File: config.mk
export PLATFORM = sky130hd
export DESIGN_NAME = addr_filter
export DESIGN_NICKNAME = d
export VERILOG_FILES = /design/src/rtl/addr_filter_pkg.sv /design/src/rtl/setup_loader.sv /design/src/rtl/addr_match.sv /design/src/rtl/rx_track.sv /design/src/rtl/addr_filter.sv
export SDC_FILE = /design/constraint.sdc
export NUM_CORES = 2
export LEC_CHECK = 0
export BUFFER_PORTS_ARGS = -buffer_cell sky130_fd_sc_hd__buf_2
export CORE_MARGIN = 10
export CORE_UTILIZATION = 63
export DETAILED_ROUTE_END_ITERATION = 8
export PLACE_DENSITY = 0.8
export SKIP_CTS_REPAIR_TIMING = 1
export SLEW_MARGIN = 20
export SYNTH_ARGS = -nofsm -noshare
export SYNTH_HDL_FRONTEND = slang
export SYNTH_SLANG_ARGS = --single-unit
File: constraint.sdc
create_clock -name clk -period 26.2 [get_ports clk]
set_input_delay 6.55 -clock clk [delete_from_list [all_inputs] [get_ports clk]]
set_output_delay 6.55 -clock clk [all_outputs]
set_load 0.01 [all_outputs]
File: src/rtl/addr_filter_pkg.sv
// Shared types and layout constants for the exact-match address filter.
// Assumes a 6-byte destination address and a 12-byte setup slot per entry.
package addr_filter_pkg;
    localparam int ADDR_BYTES  = 6;
    localparam int ENTRY_BYTES = 12;
    typedef logic [8*ADDR_BYTES-1:0] mac_t;
endpackage

File: src/rtl/setup_loader.sv
// Parses the setup byte stream into a staging table and flags a commit
// when the stream ends exactly on its last byte.
// Assumes one byte per cycle; the 12-byte slot layout is fixed by the package.
module setup_loader
    import addr_filter_pkg::*;
#(
    parameter int N_ENTRIES = 16
) (
    input  logic       clk,
    input  logic       rst_n,
    input  logic       s_valid,
    input  logic [7:0] s_data,
    input  logic       s_last,
    output mac_t       stage_o [N_ENTRIES],
    output logic       commit_o
);
    localparam int EW = $clog2(N_ENTRIES + 1);
    localparam int IW = $clog2(N_ENTRIES);
    localparam int PW = $clog2(ENTRY_BYTES);

    logic [EW-1:0] ent_q;
    logic [PW-1:0] pos_q;
    mac_t          stage_q [N_ENTRIES];
    logic          in_range;
    logic          slot_ok;
    logic [2:0]    slot;

    // Offsets 0,1,4,5,8,9 carry address bytes; the word index and the low bit give the lane.
    always_comb begin
        in_range = (ent_q < EW'(N_ENTRIES));
        slot_ok  = !pos_q[1];
        slot     = {pos_q[3:2], pos_q[0]};
        commit_o = s_valid && s_last && (ent_q == EW'(N_ENTRIES - 1))
                   && (pos_q == PW'(ENTRY_BYTES - 1));
    end

    // Byte position tracker; restarts at every last byte, parks on overrun.
    always_ff @(posedge clk) begin
        if (!rst_n) begin
            ent_q <= '0;
            pos_q <= '0;
        end else if (s_valid) begin
            if (s_last) begin
                ent_q <= '0;
                pos_q <= '0;
            end else if (in_range) begin
                if (pos_q == PW'(ENTRY_BYTES - 1)) begin
                    pos_q <= '0;
                    ent_q <= ent_q + 1'b1;
                end else begin
                    pos_q <= pos_q + 1'b1;
                end
            end
        end
    end

    // Staging table write; address byte 0 lands in the most significant lane.
    always_ff @(posedge clk) begin
        if (s_valid && in_range && slot_ok)
            stage_q[ent_q[IW-1:0]][8*(ADDR_BYTES-1-int'(slot)) +: 8] <= s_data;
    end

    assign stage_o = stage_q;

    AST_POS_RANGE: assert property (@(posedge clk) disable iff (!rst_n)
        pos_q < PW'(ENTRY_BYTES));
endmodule

File: src/rtl/addr_match.sv
// Holds the active address table and compares a candidate against all entries.
// Assumes the commit strobe is a single cycle and the staging table is stable then.
module addr_match
    import addr_filter_pkg::*;
#(
    parameter int N_ENTRIES = 16
) (
    input  logic clk,
    input  logic rst_n,
    input  logic commit_i,
    input  mac_t stage_i [N_ENTRIES],
    input  mac_t cand_i,
    output logic hit_o,
    output logic loaded_o
);
    mac_t                 act_q [N_ENTRIES];
    logic                 loaded_q;
    logic [N_ENTRIES-1:0] eq;

    // Active table: cleared at reset, replaced whole on commit.
    always_ff @(posedge clk) begin
        if (!rst_n) begin
            loaded_q <= 1'b0;
            for (int i = 0; i < N_ENTRIES; i++) act_q[i] <= '0;
        end else if (commit_i) begin
            loaded_q <= 1'b1;
            for (int i = 0; i < N_ENTRIES; i++) act_q[i] <= stage_i[i];
        end
    end

    // One comparator per entry.
    for (genvar g = 0; g < N_ENTRIES; g++) begin : g_cmp
        assign eq[g] = (act_q[g] == cand_i);
    end

    assign hit_o    = loaded_q && (|eq);
    assign loaded_o = loaded_q;

    AST_COMMIT_LOADS: assert property (@(posedge clk) disable iff (!rst_n)
        commit_i |=> loaded_o);
    AST_STAYS_LOADED: assert property (@(posedge clk) disable iff (!rst_n)
        loaded_o |=> loaded_o);
endmodule

File: src/rtl/rx_track.sv
// Follows the receive byte stream: frame state, length, error summary and
// the destination shift register; flags the cycle of the last address byte.
// Assumes one byte per cycle and that rx_sof starts a frame.
module rx_track
    import addr_filter_pkg::*;
#(
    parameter int LEN_W     = 14,
    parameter int MAX_FRAME = 1536
) (
    input  logic             clk,
    input  logic             rst_n,
    input  logic             valid_i,
    input  logic [7:0]       data_i,
    input  logic             sof_i,
    input  logic             eof_i,
    input  logic             err_i,
    output mac_t             cand_o,
    output logic             decide_o,
    output logic             stat_valid_o,
    output logic [LEN_W-1:0] stat_len_o,
    output logic             stat_err_o
);
    localparam logic [LEN_W-1:0] LEN_MAX = '1;

    logic                         in_frame_q;
    logic [LEN_W-1:0]             len_q;
    logic                         err_q;
    logic [8*(ADDR_BYTES-1)-1:0]  dst_q;
    logic                         take;
    logic [LEN_W-1:0]             len_nx;
    logic                         err_nx;

    // Next-state terms for the byte being taken.
    always_comb begin
        take     = valid_i && (sof_i || in_frame_q);
        len_nx   = sof_i ? LEN_W'(1) : ((len_q == LEN_MAX) ? len_q : len_q + 1'b1);
        err_nx   = (sof_i ? 1'b0 : err_q) | err_i;
        decide_o = take && !sof_i && (len_q == LEN_W'(ADDR_BYTES - 1));
        cand_o   = {dst_q, data_i};
    end

    // Frame state, running length, error and destination history.
    always_ff @(posedge clk) begin
        if (!rst_n) begin
            in_frame_q <= 1'b0;
            len_q      <= '0;
            err_q      <= 1'b0;
            dst_q      <= '0;
        end else if (take) begin
            in_frame_q <= !eof_i;
            len_q      <= len_nx;
            err_q      <= err_nx;
            dst_q      <= {dst_q[8*(ADDR_BYTES-2)-1:0], data_i};
        end
    end

    // Status word, issued on the edge that takes the end-of-frame byte.
    always_ff @(posedge clk) begin
        if (!rst_n) begin
            stat_valid_o <= 1'b0;
            stat_len_o   <= '0;
            stat_err_o   <= 1'b0;
        end else begin
            stat_valid_o <= take && eof_i;
            if (take && eof_i) begin
                stat_len_o <= len_nx;
                stat_err_o <= err_nx || (len_nx < LEN_W'(ADDR_BYTES))
                              || (len_nx > LEN_W'(MAX_FRAME));
            end
        end
    end

    AST_SHORT_IS_ERR: assert property (@(posedge clk) disable iff (!rst_n)
        (stat_valid_o && (stat_len_o < LEN_W'(ADDR_BYTES))) |-> stat_err_o);
    AST_STAT_PULSE: assert property (@(posedge clk) disable iff (!rst_n)
        stat_valid_o |=> !stat_valid_o || $past(sof_i));
endmodule

File: src/rtl/addr_filter.sv
// Top of the exact-match destination filter: setup parsing, active table,
// receive tracking and the registered accept/reject decision.
// Assumes decisions are consumed in the cycle filt_done is high.
module addr_filter
    import addr_filter_pkg::*;
#(
    parameter int N_ENTRIES = 16,
    parameter int LEN_W     = 14,
    parameter int MAX_FRAME = 1536
) (
    input  logic             clk,
    input  logic             rst_n,
    input  logic             promisc_en,
    input  logic             setup_valid,
    input  logic [7:0]       setup_data,
    input  logic             setup_last,
    input  logic             rx_valid,
    input  logic [7:0]       rx_data,
    input  logic             rx_sof,
    input  logic             rx_eof,
    input  logic             rx_err,
    output logic             filt_done,
    output logic             filt_accept,
    output logic             stat_valid,
    output logic [LEN_W-1:0] stat_len,
    output logic             stat_err
);
    mac_t stage [N_ENTRIES];
    mac_t cand;
    logic commit;
    logic hit;
    logic loaded;
    logic decide;

    setup_loader #(.N_ENTRIES(N_ENTRIES)) u_loader (
        .clk(clk), .rst_n(rst_n), .s_valid(setup_valid), .s_data(setup_data),
        .s_last(setup_last), .stage_o(stage), .commit_o(commit)
    );

    addr_match #(.N_ENTRIES(N_ENTRIES)) u_match (
        .clk(clk), .rst_n(rst_n), .commit_i(commit), .stage_i(stage),
        .cand_i(cand), .hit_o(hit), .loaded_o(loaded)
    );

    rx_track #(.LEN_W(LEN_W), .MAX_FRAME(MAX_FRAME)) u_rx (
        .clk(clk), .rst_n(rst_n), .valid_i(rx_valid), .data_i(rx_data),
        .sof_i(rx_sof), .eof_i(rx_eof), .err_i(rx_err), .cand_o(cand),
        .decide_o(decide), .stat_valid_o(stat_valid), .stat_len_o(stat_len),
        .stat_err_o(stat_err)
    );

    // Decision register: promiscuous override or a table hit on the sixth byte.
    always_ff @(posedge clk) begin
        if (!rst_n) begin
            filt_done   <= 1'b0;
            filt_accept <= 1'b0;
        end else begin
            filt_done <= decide;
            if (decide) filt_accept <= promisc_en || hit;
        end
    end

    AST_ONE_DECISION: assert property (@(posedge clk) disable iff (!rst_n)
        filt_done |=> !filt_done);
    AST_PROMISC_ACCEPT: assert property (@(posedge clk) disable iff (!rst_n)
        (filt_done && $past(promisc_en)) |-> filt_accept);
    AST_EMPTY_REJECTS: assert property (@(posedge clk) disable iff (!rst_n)
        (filt_done && !$past(promisc_en) && !$past(loaded)) |-> !filt_accept);
endmodule

==> summary.txt <==
leakage power: 23.59 nW
worst hold path class: flip-flop to flip-flop
Overflow after GRT: 0
Net Sw Power: 1.173 mW
Worst R2R Path Depth: 9
Die H: 340.3 µm
logic gate share of total power: 4.6%
top post-synthesis cells by area: edfxtp_1 (71%), xnor2_1 (11%), and2_1 (7.6%)
final wirelength: 193,200 µm
crit path capture type: flip-flop
CTS tree: yes
final setup margin: 15.70 ns
VDD IR-drop max: 61.89 µV
Post-synth ARST share: 0%
Core ar.: 101,900 µm²
Max-cap violations: 0
cell taking the most area after synthesis: edfxtp_1
Inst Count DP: 5,469
Net Sw Frac: 22.08%
commonest non-fill, non-tap cell in the layout: edfxtp_1
Max Fclk: 0.09521 GHz
Layout Cells excl Fill: 5,771
GR Util met1: 43.46%
die area: 115,800 µm²
end of the critical path: u_match.act_q[0][17]
clk buf depth: 3
TritonCTS Buffers: 156
Top-Level Pins: 43
Via Count: 37,280
Synth Warn #: 0
worst flop-to-flop path endpoint: u_match.act_q[0][17]
CP required: 26.58 ns
Antenna Nets Post-Route: 0
Worst Clk Skew: 0.03479 ns
most frequent cells in the layout: edfxtp_1 (1,536), and2_1 (782), xnor2_1 (776)
RSZ-0062 raised after global routing: false
routed length per instance: 33.49 µm
r2r setup slk: 20.70 ns
mean post-synth cell area: 15.46 µm²
initial antenna violation count: 10
DP Area: 66,630 µm²
clk sinks: 1,620
post-synth net total: 4,222
clock slew at reported path FFs: 0.06 ns
DRT iter0 DRCs: 6,761
post-synthesis sequential area ratio: 73.97%
Tightest Pin Transition: 1.256 ns
Post-Syn Area: 64,630 µm²
DR pass1 iterations: 8
EDFF count, synth: 1,536
Internal: 4.139 mW
Fillers: 6,299
crit-path max FO: 185
Setup Crit Path Kind: input port to flip-flop
Data arrival, critical path: 10.89 ns
PD cells: 74.20 nW/µm²
largest net degree at the start of global routing: 255
GRT Util Overall: 32.93%
setup tns final: 0 ns
startpoint types: input port
Nets: 4,301
met2 global-route usage: 47.41%
worst r2r src: u_loader.ent_q[0]
via/cell ratio: 6.460
Period Utilization, post-route: 40.09%
CP startpoint: setup_last
first-pass GRT wire length: 264,600 µm
Final setup viols: 0
Distinct cells, synth: 59
Seq pwr share: 54.6%
Synth Flop Type: edfxtp_1
Post-Syn Instances: 4,180
final hold violations: 0
total power: 5.312 mW
Tmin final: 10.50 ns
Area Growth Syn to Fin: 10.78%
Hold Crit Depth: 1
clock power share: 40.8%
share of layout cells above drive strength 1: 10.19%
GR Util met3: 13.36%
post-detail-place hpwl: 116,400 µm
row count: 117
Buffers on Ports: 42
Root Driver: clkbuf_16
vias in the first global route: 34,850
Max-slew headroom: 16.04%
post-synth top area share: 71.37%
GRT busiest layer: met2
initial core utilization: 63.43%
residual DRC count: 0
fin. max-slew vios: 0
final instance area: 71,590 µm²
H-tree levels: 4
chip width: 340.3 µm
worst slack at placement: 15.19 ns
gp weighted congestion: 0.9404
synthesis-stage register bit count: 1,620
run status: finished, final reports clean
clk_lat worst skew: 0.77 ns
cells by family after synthesis:
group | after synthesis | share of synthesized area (%)
AO/OA/AOI/OAI | 119 | 1.123
XOR/XNOR | 776 | 10.52
adder cells (fa/ha/maj) | 17 | 0.3407
buffers and inverters | 242 | 1.590
flip-flops | 1620 | 73.97
multiplexers | 1 | 0.02323
AND/OR/NAND/NOR | 1405 | 12.43
critical path: stages:
cell	delay [ns]
buf_2	0.14
and3_1	0.16
nand3_1	0.31
nand2_4	0.75
buf_4	0.84
buf_12	0.71
buf_12	0.81
final cells by class:
cell class | count | area, µm² | share of cell area [%]
Antenna cell | 15 | 37.54 | 0.05243
Clock buffer | 193 | 4146 | 5.792
Clock inverter | 94 | 744.5 | 1.040
Inverter | 17 | 63.81 | 0.08913
Multi-Input combinational cell | 2318 | 16020 | 22.38
Sequential cell | 1620 | 47830 | 66.81
Tap cell | 1368 | 1712 | 2.391
Timing Repair Buffer | 146 | 1037 | 1.449
state kept, by name, summed over array words and instances, names as in the netlist, 4 cells and up:
signal	flops
u_loader.stage_o	768
u_match.act_q	768
u_rx.dst_q	40
u_rx.len_q	14
u_rx.stat_len_o	14
u_loader.ent_q	5
u_loader.pos_q	4
per-layer routing:
| metal | vias up | routed length [µm] | share of wire (%) |
|---|---|---|---|
| met5 | - | 26 | 0.013 |
| met4 | 4 | 11180 | 5.8 |
| met3 | 605 | 34800 | 18 |
| met2 | 3352 | 82930 | 43 |
| met1 | 18340 | 64300 | 33 |
| li1 | 14980 | - | - |
power groups by stage:
stage	Sequential, mW	Clock [mW]	Combinational (mW)
6_report	2.90	2.17	0.243
5_1_grt	2.90	2.27	0.244
4_1_cts	2.90	2.16	0.230
3_5_place_dp	2.95	0	0.228
3_3_place_gp	2.95	0	0.225
2_1_floorplan	2.99	0	0.126
synth_stat cells (all sizes together), types with 2 or more instances:
cell and n:
a211o 3, a21boi 2, a21o 3, a21oi 68, a22o 5, a22oi 2
a31oi 3, and2 782, and3 7, and4 4, buf 85, clkbuf 140
clkinv 2, dfxtp 84, edfxtp 1536, ha 16, inv 15, nand2 135
nand2b 2, nand3 30, nand3b 2, nand4 203, nor2 168, nor2b 3
nor3 8, nor4 50, nor4b 2, o21a 3, o21ai 17, o31ai 3
or3 4, or4b 2, xnor2 776
stage by stage:
step | utilization [%] | hold WS, ns
3_3_place_gp | 65.38 | 0.4316
5_1_grt | 70.23 | 0.4693
2_1_floorplan | - | 0.4261
3_5_place_dp | 65.40 | 0.4422
6_report | 70.26 | 0.4513
4_1_cts | 70.20 | 0.4567
how the worst min path moves through the flow:
| stage | end | slack [ns] | start |
|---|---|---|---|
| 2_1_floorplan | u_match.loaded_o | 0.43 | u_match.loaded_o |
| 3_3_place_gp | u_rx.stat_len_o[11] | 0.43 | u_rx.stat_len_o[11] |
| 3_5_place_dp | u_rx.stat_len_o[11] | 0.44 | u_rx.stat_len_o[11] |
| 4_1_cts | u_rx.stat_len_o[11] | 0.46 | u_rx.stat_len_o[11] |
| 5_1_grt | u_rx.stat_len_o[11] | 0.47 | u_rx.stat_len_o[11] |
| 6_report | u_rx.stat_len_o[11] | 0.45 | u_rx.stat_len_o[11] |
Note: power is estimated with default switching activity, not from simulation.
